--- src/rtl/tdm_seq_pkg.sv ---
package tdm_seq_pkg;

  localparam int unsigned STRB_N = 4;

  typedef enum logic [1:0] {
    OWN_CMRD  = 2'd0,
    OWN_CPU   = 2'd1,
    OWN_BUSRD = 2'd2,
    OWN_BUSWR = 2'd3
  } owner_e;

  // Low three phase bits select the owner: even -> CM read,
  // x01 -> host, 011 -> bus read, 111 -> bus write.
  function automatic owner_e phase_owner(input logic [2:0] ph_lo);
    owner_e o;
    if (!ph_lo[0])      o = OWN_CMRD;
    else if (!ph_lo[1]) o = OWN_CPU;
    else if (!ph_lo[2]) o = OWN_BUSRD;
    else                o = OWN_BUSWR;
    return o;
  endfunction

endpackage

--- src/rtl/tdm_rst_sync.sv ---
module tdm_rst_sync #(
  parameter int unsigned STAGES = 2
) (
  input  logic clk_i,
  input  logic rst_ni,
  output logic rst_no
);
  logic [STAGES-1:0] sync_q;

  generate
    for (genvar g = 0; g < STAGES; g++) begin : g_stage
      if (g == 0) begin : g_first
        always_ff @(posedge clk_i or negedge rst_ni) begin
          if (!rst_ni) sync_q[g] <= 1'b0;
          else         sync_q[g] <= 1'b1;
        end
      end else begin : g_rest
        always_ff @(posedge clk_i or negedge rst_ni) begin
          if (!rst_ni) sync_q[g] <= 1'b0;
          else         sync_q[g] <= sync_q[g-1];
        end
      end
    end
  endgenerate

  assign rst_no = sync_q[STAGES-1];
endmodule

--- src/rtl/tdm_seq_counter.sv ---
module tdm_seq_counter #(
  parameter int unsigned CNT_W = 13
) (
  input  logic             clk_i,
  input  logic             rst_ni,
  input  logic             frame_i,
  input  logic             diag_clr_i,
  input  logic             diag_ld_i,
  input  logic [CNT_W-1:0] diag_val_i,
  output logic [CNT_W-1:0] cnt_q_o,
  output logic [CNT_W-1:0] cnt_d_o,
  output logic             at_max_o
);
  localparam logic [CNT_W-1:0] CNT_MAX = {CNT_W{1'b1}};

  logic [CNT_W-1:0] cnt_q, cnt_d;
  logic             cnt_en;

  always_comb begin
    cnt_en = 1'b1;
    if (diag_clr_i)     cnt_d = '0;
    else if (diag_ld_i) cnt_d = diag_val_i;
    else if (frame_i)   cnt_d = '0;
    else                cnt_d = cnt_q + 1'b1;
  end

  always_ff @(posedge clk_i or negedge rst_ni) begin
    if (!rst_ni)     cnt_q <= '0;
    else if (cnt_en) cnt_q <= cnt_d;
  end

  assign cnt_q_o  = cnt_q;
  assign cnt_d_o  = cnt_d;
  assign at_max_o = (cnt_q == CNT_MAX);

  assert_step_R2: assert property (@(posedge clk_i) disable iff (!rst_ni)
    (!diag_clr_i && !diag_ld_i && !frame_i && cnt_q != CNT_MAX)
      |=> cnt_q == $past(cnt_q) + 1'b1);
  assert_wrap_R2: assert property (@(posedge clk_i) disable iff (!rst_ni)
    (!diag_clr_i && !diag_ld_i && !frame_i && cnt_q == CNT_MAX) |=> cnt_q == '0);
  assert_frame_zero_R5: assert property (@(posedge clk_i) disable iff (!rst_ni)
    (!diag_clr_i && !diag_ld_i && frame_i) |=> cnt_q == '0);
  assert_diag_clr_R8: assert property (@(posedge clk_i) disable iff (!rst_ni)
    diag_clr_i |=> cnt_q == '0);
  assert_diag_ld_R9: assert property (@(posedge clk_i) disable iff (!rst_ni)
    (!diag_clr_i && diag_ld_i) |=> cnt_q == $past(diag_val_i));
endmodule

--- src/rtl/tdm_phase_decode.sv ---
module tdm_phase_decode
  import tdm_seq_pkg::*;
#(
  parameter int unsigned CNT_W   = 13,
  parameter int unsigned PH_LSB  = 2
) (
  input  logic              clk_i,
  input  logic              rst_ni,
  input  logic [CNT_W-1:0]  cnt_d_i,
  output logic [STRB_N-1:0] strobe_o
);
  owner_e            own_d;
  logic [STRB_N-1:0] strobe_d, strobe_q;
  logic              strb_en;

  always_comb begin
    strb_en  = 1'b1;
    own_d    = phase_owner(cnt_d_i[PH_LSB+2:PH_LSB]);
    strobe_d = '0;
    strobe_d[own_d] = 1'b1;
  end

  always_ff @(posedge clk_i or negedge rst_ni) begin
    if (!rst_ni)      strobe_q <= {{(STRB_N-1){1'b0}}, 1'b1};
    else if (strb_en) strobe_q <= strobe_d;
  end

  assign strobe_o = strobe_q;

  assert_one_grant_R4: assert property (@(posedge clk_i) disable iff (!rst_ni)
    $countones(strobe_q) == 1);
endmodule

--- src/rtl/tdm_align_mon.sv ---
module tdm_align_mon (
  input  logic clk_i,
  input  logic rst_ni,
  input  logic frame_i,
  input  logic diag_busy_i,
  input  logic at_max_i,
  input  logic clr_i,
  output logic misalign_o
);
  logic flag_q, flag_d, set_c;

  always_comb begin
    set_c = frame_i && !diag_busy_i && !at_max_i;
    if (set_c)      flag_d = 1'b1;
    else if (clr_i) flag_d = 1'b0;
    else            flag_d = flag_q;
  end

  always_ff @(posedge clk_i or negedge rst_ni) begin
    if (!rst_ni) flag_q <= 1'b0;
    else         flag_q <= flag_d;
  end

  assign misalign_o = flag_q;

  assert_late_frame_R6: assert property (@(posedge clk_i) disable iff (!rst_ni)
    (frame_i && !diag_busy_i && !at_max_i) |=> flag_q);
  assert_sticky_R7: assert property (@(posedge clk_i) disable iff (!rst_ni)
    (flag_q && !clr_i) |=> flag_q);
  assert_clear_R7: assert property (@(posedge clk_i) disable iff (!rst_ni)
    (clr_i && !frame_i) |=> !flag_q);
endmodule

--- src/rtl/tdm_state_seq.sv ---
module tdm_state_seq
  import tdm_seq_pkg::*;
#(
  parameter int unsigned SLOT_W   = 7,
  parameter int unsigned STREAM_W = 4,
  parameter int unsigned SUB_W    = 2,
  parameter int unsigned SYNC_N   = 2
) (
  input  logic                              clk_i,
  input  logic                              rst_ni,
  input  logic                              frame_i,
  input  logic                              diag_clr_i,
  input  logic                              diag_ld_i,
  input  logic [SLOT_W+STREAM_W+SUB_W-1:0]  diag_val_i,
  input  logic                              mis_clr_i,
  output logic [SLOT_W+STREAM_W+SUB_W-1:0]  count_o,
  output logic [SLOT_W-1:0]                 slot_o,
  output logic [STREAM_W-1:0]               stream_o,
  output logic [SUB_W-1:0]                  substate_o,
  output logic [STRB_N-1:0]                 strobe_o,
  output logic                              misalign_o
);
  localparam int unsigned CNT_W  = SLOT_W + STREAM_W + SUB_W;
  localparam int unsigned STR_LO = SUB_W;
  localparam int unsigned SLT_LO = SUB_W + STREAM_W;

  logic             rst_n;
  logic [CNT_W-1:0] cnt_q, cnt_d;
  logic             at_max;

  tdm_rst_sync #(.STAGES(SYNC_N)) u_rst (
    .clk_i (clk_i), .rst_ni(rst_ni), .rst_no(rst_n)
  );

  tdm_seq_counter #(.CNT_W(CNT_W)) u_cnt (
    .clk_i(clk_i), .rst_ni(rst_n), .frame_i(frame_i),
    .diag_clr_i(diag_clr_i), .diag_ld_i(diag_ld_i), .diag_val_i(diag_val_i),
    .cnt_q_o(cnt_q), .cnt_d_o(cnt_d), .at_max_o(at_max)
  );

  tdm_phase_decode #(.CNT_W(CNT_W), .PH_LSB(STR_LO)) u_dec (
    .clk_i(clk_i), .rst_ni(rst_n), .cnt_d_i(cnt_d), .strobe_o(strobe_o)
  );

  tdm_align_mon u_mon (
    .clk_i(clk_i), .rst_ni(rst_n), .frame_i(frame_i),
    .diag_busy_i(diag_clr_i | diag_ld_i), .at_max_i(at_max),
    .clr_i(mis_clr_i), .misalign_o(misalign_o)
  );

  assign count_o    = cnt_q;
  assign slot_o     = cnt_q[CNT_W-1:SLT_LO];
  assign stream_o   = cnt_q[SLT_LO-1:STR_LO];
  assign substate_o = cnt_q[STR_LO-1:0];

  // Grant vector and count come from separate registers: check alignment.
  assert_even_cmrd_R4: assert property (@(posedge clk_i) disable iff (!rst_n)
    !cnt_q[STR_LO] |-> strobe_o[OWN_CMRD]);
  assert_host_slot_R4: assert property (@(posedge clk_i) disable iff (!rst_n)
    (cnt_q[STR_LO+1:STR_LO] == 2'b01) |-> strobe_o[OWN_CPU]);
  assert_bus_wr_R4: assert property (@(posedge clk_i) disable iff (!rst_n)
    (cnt_q[STR_LO+2:STR_LO] == 3'b111) |-> strobe_o[OWN_BUSWR]);
endmodule

--- config.mk ---
export PLATFORM = sky130hd
export DESIGN_NAME = tdm_state_seq
export DESIGN_NICKNAME = d
export VERILOG_FILES = /design/src/rtl/tdm_seq_pkg.sv /design/src/rtl/tdm_rst_sync.sv /design/src/rtl/tdm_seq_counter.sv /design/src/rtl/tdm_phase_decode.sv /design/src/rtl/tdm_align_mon.sv /design/src/rtl/tdm_state_seq.sv
export SDC_FILE = /design/constraint.sdc
export NUM_CORES = 1
export LEC_CHECK = 0
export BUFFER_PORTS_ARGS = -buffer_cell sky130_fd_sc_hd__buf_2
export CORE_MARGIN = 2
export CORE_UTILIZATION = 30
export CTS_CLUSTER_DIAMETER = 50
export DETAILED_ROUTE_END_ITERATION = 10
export HOLD_SLACK_MARGIN = 0.03
export MAX_ROUTING_LAYER = met4
export SKIP_CTS_REPAIR_TIMING = 1
export SLEW_MARGIN = 0
export SYNTH_ARGS = -nofsm -noshare
export SYNTH_HDL_FRONTEND = slang
export SYNTH_HIERARCHICAL = 1
export SYNTH_SLANG_ARGS = --single-unit
--- constraint.sdc ---
create_clock -name clk_i -period 1 [get_ports clk_i]
set_clock_uncertainty 0.15 [all_clocks]
set_input_delay 0.2 -clock clk_i [delete_from_list [all_inputs] [get_ports clk_i]]
set_output_delay 0.2 -clock clk_i [all_outputs]
set_load 0.05 [all_outputs]
==> flow_metrics.tcl <==
set metrics [dict create \
    syn_avg_cell_area_um2 10.1 \
    syn-cell-area_um2 1080 \
    crit_buf_inv 1 \
    cts-root-buf "clkbuf_4" \
    wire_per_inst_um 13.0 \
    cp-end-kind "register" \
    vdd_drop_max_uv 569 \
    seq_area_frac_synth_pct 46.3 \
    die_y_um 64.1 \
    die_w_um 64.1 \
    synth_most_common_cell "dfrtp_1" \
    grt_pass1_vias 877 \
    clk_pin_slew_ns 0.11 \
    clk_path_buf_depth 2 \
    start_util_pct 31.7 \
    port_buffers 49 \
    syn_nets 127 \
    hold_slack_ns -0.0189 \
    required_ns 1.06 \
    synth_seq_cells 20 \
    violations "hold timing, setup timing" \
    via_per_inst 4.44 \
    ios 50 \
    final-hold-violation-count 2 \
    yosysTopAreaCell "dfrtp_1" \
    synthArstFlopShare_pct 100 \
    drc_errors 0 \
    diodes 0 \
    synth_commonest_cells "dfrtp_1 (19), buf_4 (13), nand2_1 (13), o21ai_1 (8), xnor2_1 (8)" \
    hold_start "diag_val_i[3]" \
    core.rowCount 21 \
    crit_path_max_incr_delay_ns 0.46 \
    ys.flop_type "dfrtp_1" \
    fp.dieArea_um2 4110 \
    nFillCells 288 \
    wl_met3_um 153 \
    post-route-period-util_pct 157 \
    cp_top_family "flip-flops" \
    worst_slack_ns -0.571 \
    drt_iter0_drc 17 \
    utilization_pct 60.4 \
    crit_path_start_kind "register" \
    drt_wl_total_mm 3.05 \
    outcome "finished with violations" \
    max-cap-violations 0 \
    netlist_top_cells_area "dfrtp_1 (44%), buf_4 (9.0%), xnor2_1 (6.5%), nand2_1 (4.5%), o21ai_1 (3.7%)" \
    rsz0062_at_grt "true" \
    grt_usage_pct 13.6 \
    drt_pass1_iterations 4 \
    placedInstanceArea_um2 1500 \
    layout-drive-gt1-share_pct 67.7 \
    wl_met1_mm 1.27 \
    finalSetupViolCount 49 \
    cts_tree "done" \
    setup.worst_path.class "register to register" \
    leakagePower_nw 0.925 \
    cts_buffers 3 \
    worstSetupStartpoint "u_cnt/cnt_q_o[0]" \
    slew_viol_final 0 \
    arrival_ns 1.64 \
    clk_latency_ns 0.31 \
    power_density_nw_per_um2 1110 \
    fin_area_um2 2060 \
    holdCritPathClass "input pin to register" \
    worstPathMaxFanout 4 \
    fmax_mhz 637 \
    synth_top_area_share_pct 43.9 \
    cp_slowest_cell "dfrtp_2" \
    routed.top_layer "met4" \
    coreArea_um2 3420 \
    cts.sinks 20 \
    antenna_found_initial 0 \
    min_period_ns 1.57 \
    syn_inst 107 \
    gp_congestion 0.849 \
    synth-edff-count 0 \
    r2r_start "u_cnt/cnt_q_o[0]" \
    detailroute.via_count 1044 \
    ys_warn_count 6 \
    htree_levels 1 \
    grt_max_degree 13 \
    syn_to_final_growth_pct 90.5 \
    antenna_left 0 \
    nets 210 \
    met2_wirelength_mm 1.57 \
    path_cells "ha_4 > buf_4 > xor2_2 > a22oi_2 > nor2_2 > and2b_2" \
    dp_hpwl_mm 2.07 \
    synth.distinct_cells 32 \
    grt_overflow_total 0 \
    grt_pass1_wl_mm 4.17 \
]
==> where the power goes <==
group	switching [mW]	internal (mW)
clock	0.260	0.406
combinational	0.392	0.332
sequential	0.0451	0.854
total	0.697	1.59
==> state kept, by name, indices dropped and copies added (netlist names) <==
name / count
u_mon/misalign_o: 1
u_rst/sync_q: 1
u_dec/strobe_o: 4
u_rst/rst_no: 1
u_cnt/cnt_q_o: 13
==> worst register-to-register path, cell delays in order (launching register included) <==
cell	delay, ns
dfrtp_2	0.46
ha_4	0.18
buf_4	0.13
xor2_2	0.15
a22oi_2	0.15
nor2_2	0.07
and2b_2	0.19
==> cells by family (layout without fill, tap and decap cells) <==
logic type / after synthesis / count (layout) / synth area share (%)
adder cells (fa/ha/maj): 1 / 1 / 1.15
buffers and inverters: 21 / 103 / 11.8
XOR/XNOR: 11 / 11 / 8.89
AO/OA/AOI/OAI: 14 / 14 / 8.66
AND/OR/NAND/NOR: 39 / 39 / 22.9
flip-flops: 20 / 20 / 46.3
other: 1 / 1 / 0.346
==> final timing paths <==
path | end | slack [ns] | depth (start not counted)
min in group asynchronous | u_rst/sync_q[0] | 0.03 | 2
worst min register to register | u_cnt/cnt_q_o[4] | 0.03 | 1
worst min-delay path | u_cnt/cnt_q_o[3] | -0.02 | 3
worst max-delay path | u_dec/strobe_o[1] | -0.57 | 6
max in group asynchronous | u_dec/strobe_o[0] | 0.44 | 1
worst max register to register | u_dec/strobe_o[1] | -0.57 | 6
==> metrics by stage <==
step                setup WS, ns  TNS (ns)  power, mW  instances
finish                    -0.571    -19.23       2.29        235
floorplan                 -0.620     -9.52       1.29        107
global route              -0.618    -21.56       2.38        235
detailed placement        -0.501     -9.67       1.43        211
CTS                       -0.590    -20.77       2.09        215
global placement          -0.459     -9.00       1.42        211
==> area by class of cell <==
| type | instances | area [um2] | area share, % |
|---|---|---|---|
| Multi-Input combinational cell | 66 | 532 | 25.8 |
| Clock buffer | 3 | 22.5 | 1.09 |
| Timing Repair Buffer | 93 | 877 | 42.5 |
| Sequential cell | 20 | 523 | 25.3 |
| Clock inverter | 1 | 30.0 | 1.45 |
| Tap cell | 46 | 57.6 | 2.79 |
| Inverter | 6 | 22.5 | 1.09 |
==> cells in the final DEF, fill, tap and decap left out, drive strengths merged, types with 2 or more instances in the layout <==
cell type,n
nor2,7
buf,83
xor2,3
nand2,13
o21ai,10
dfrtp,19
inv,6
nand3,5
dlygate4sd3,10
nor3,3
nor4,3
xnor2,8
clkbuf,3
a22oi,2
==> routing by layer <==
metal,up-vias,track usage (%)
li1,499,-
met1,504,18.0
met2,37,21.0
met3,4,1.76
met4,0,5.59
met5,-,-
Note: power is estimated with default switching activity, not from simulation.
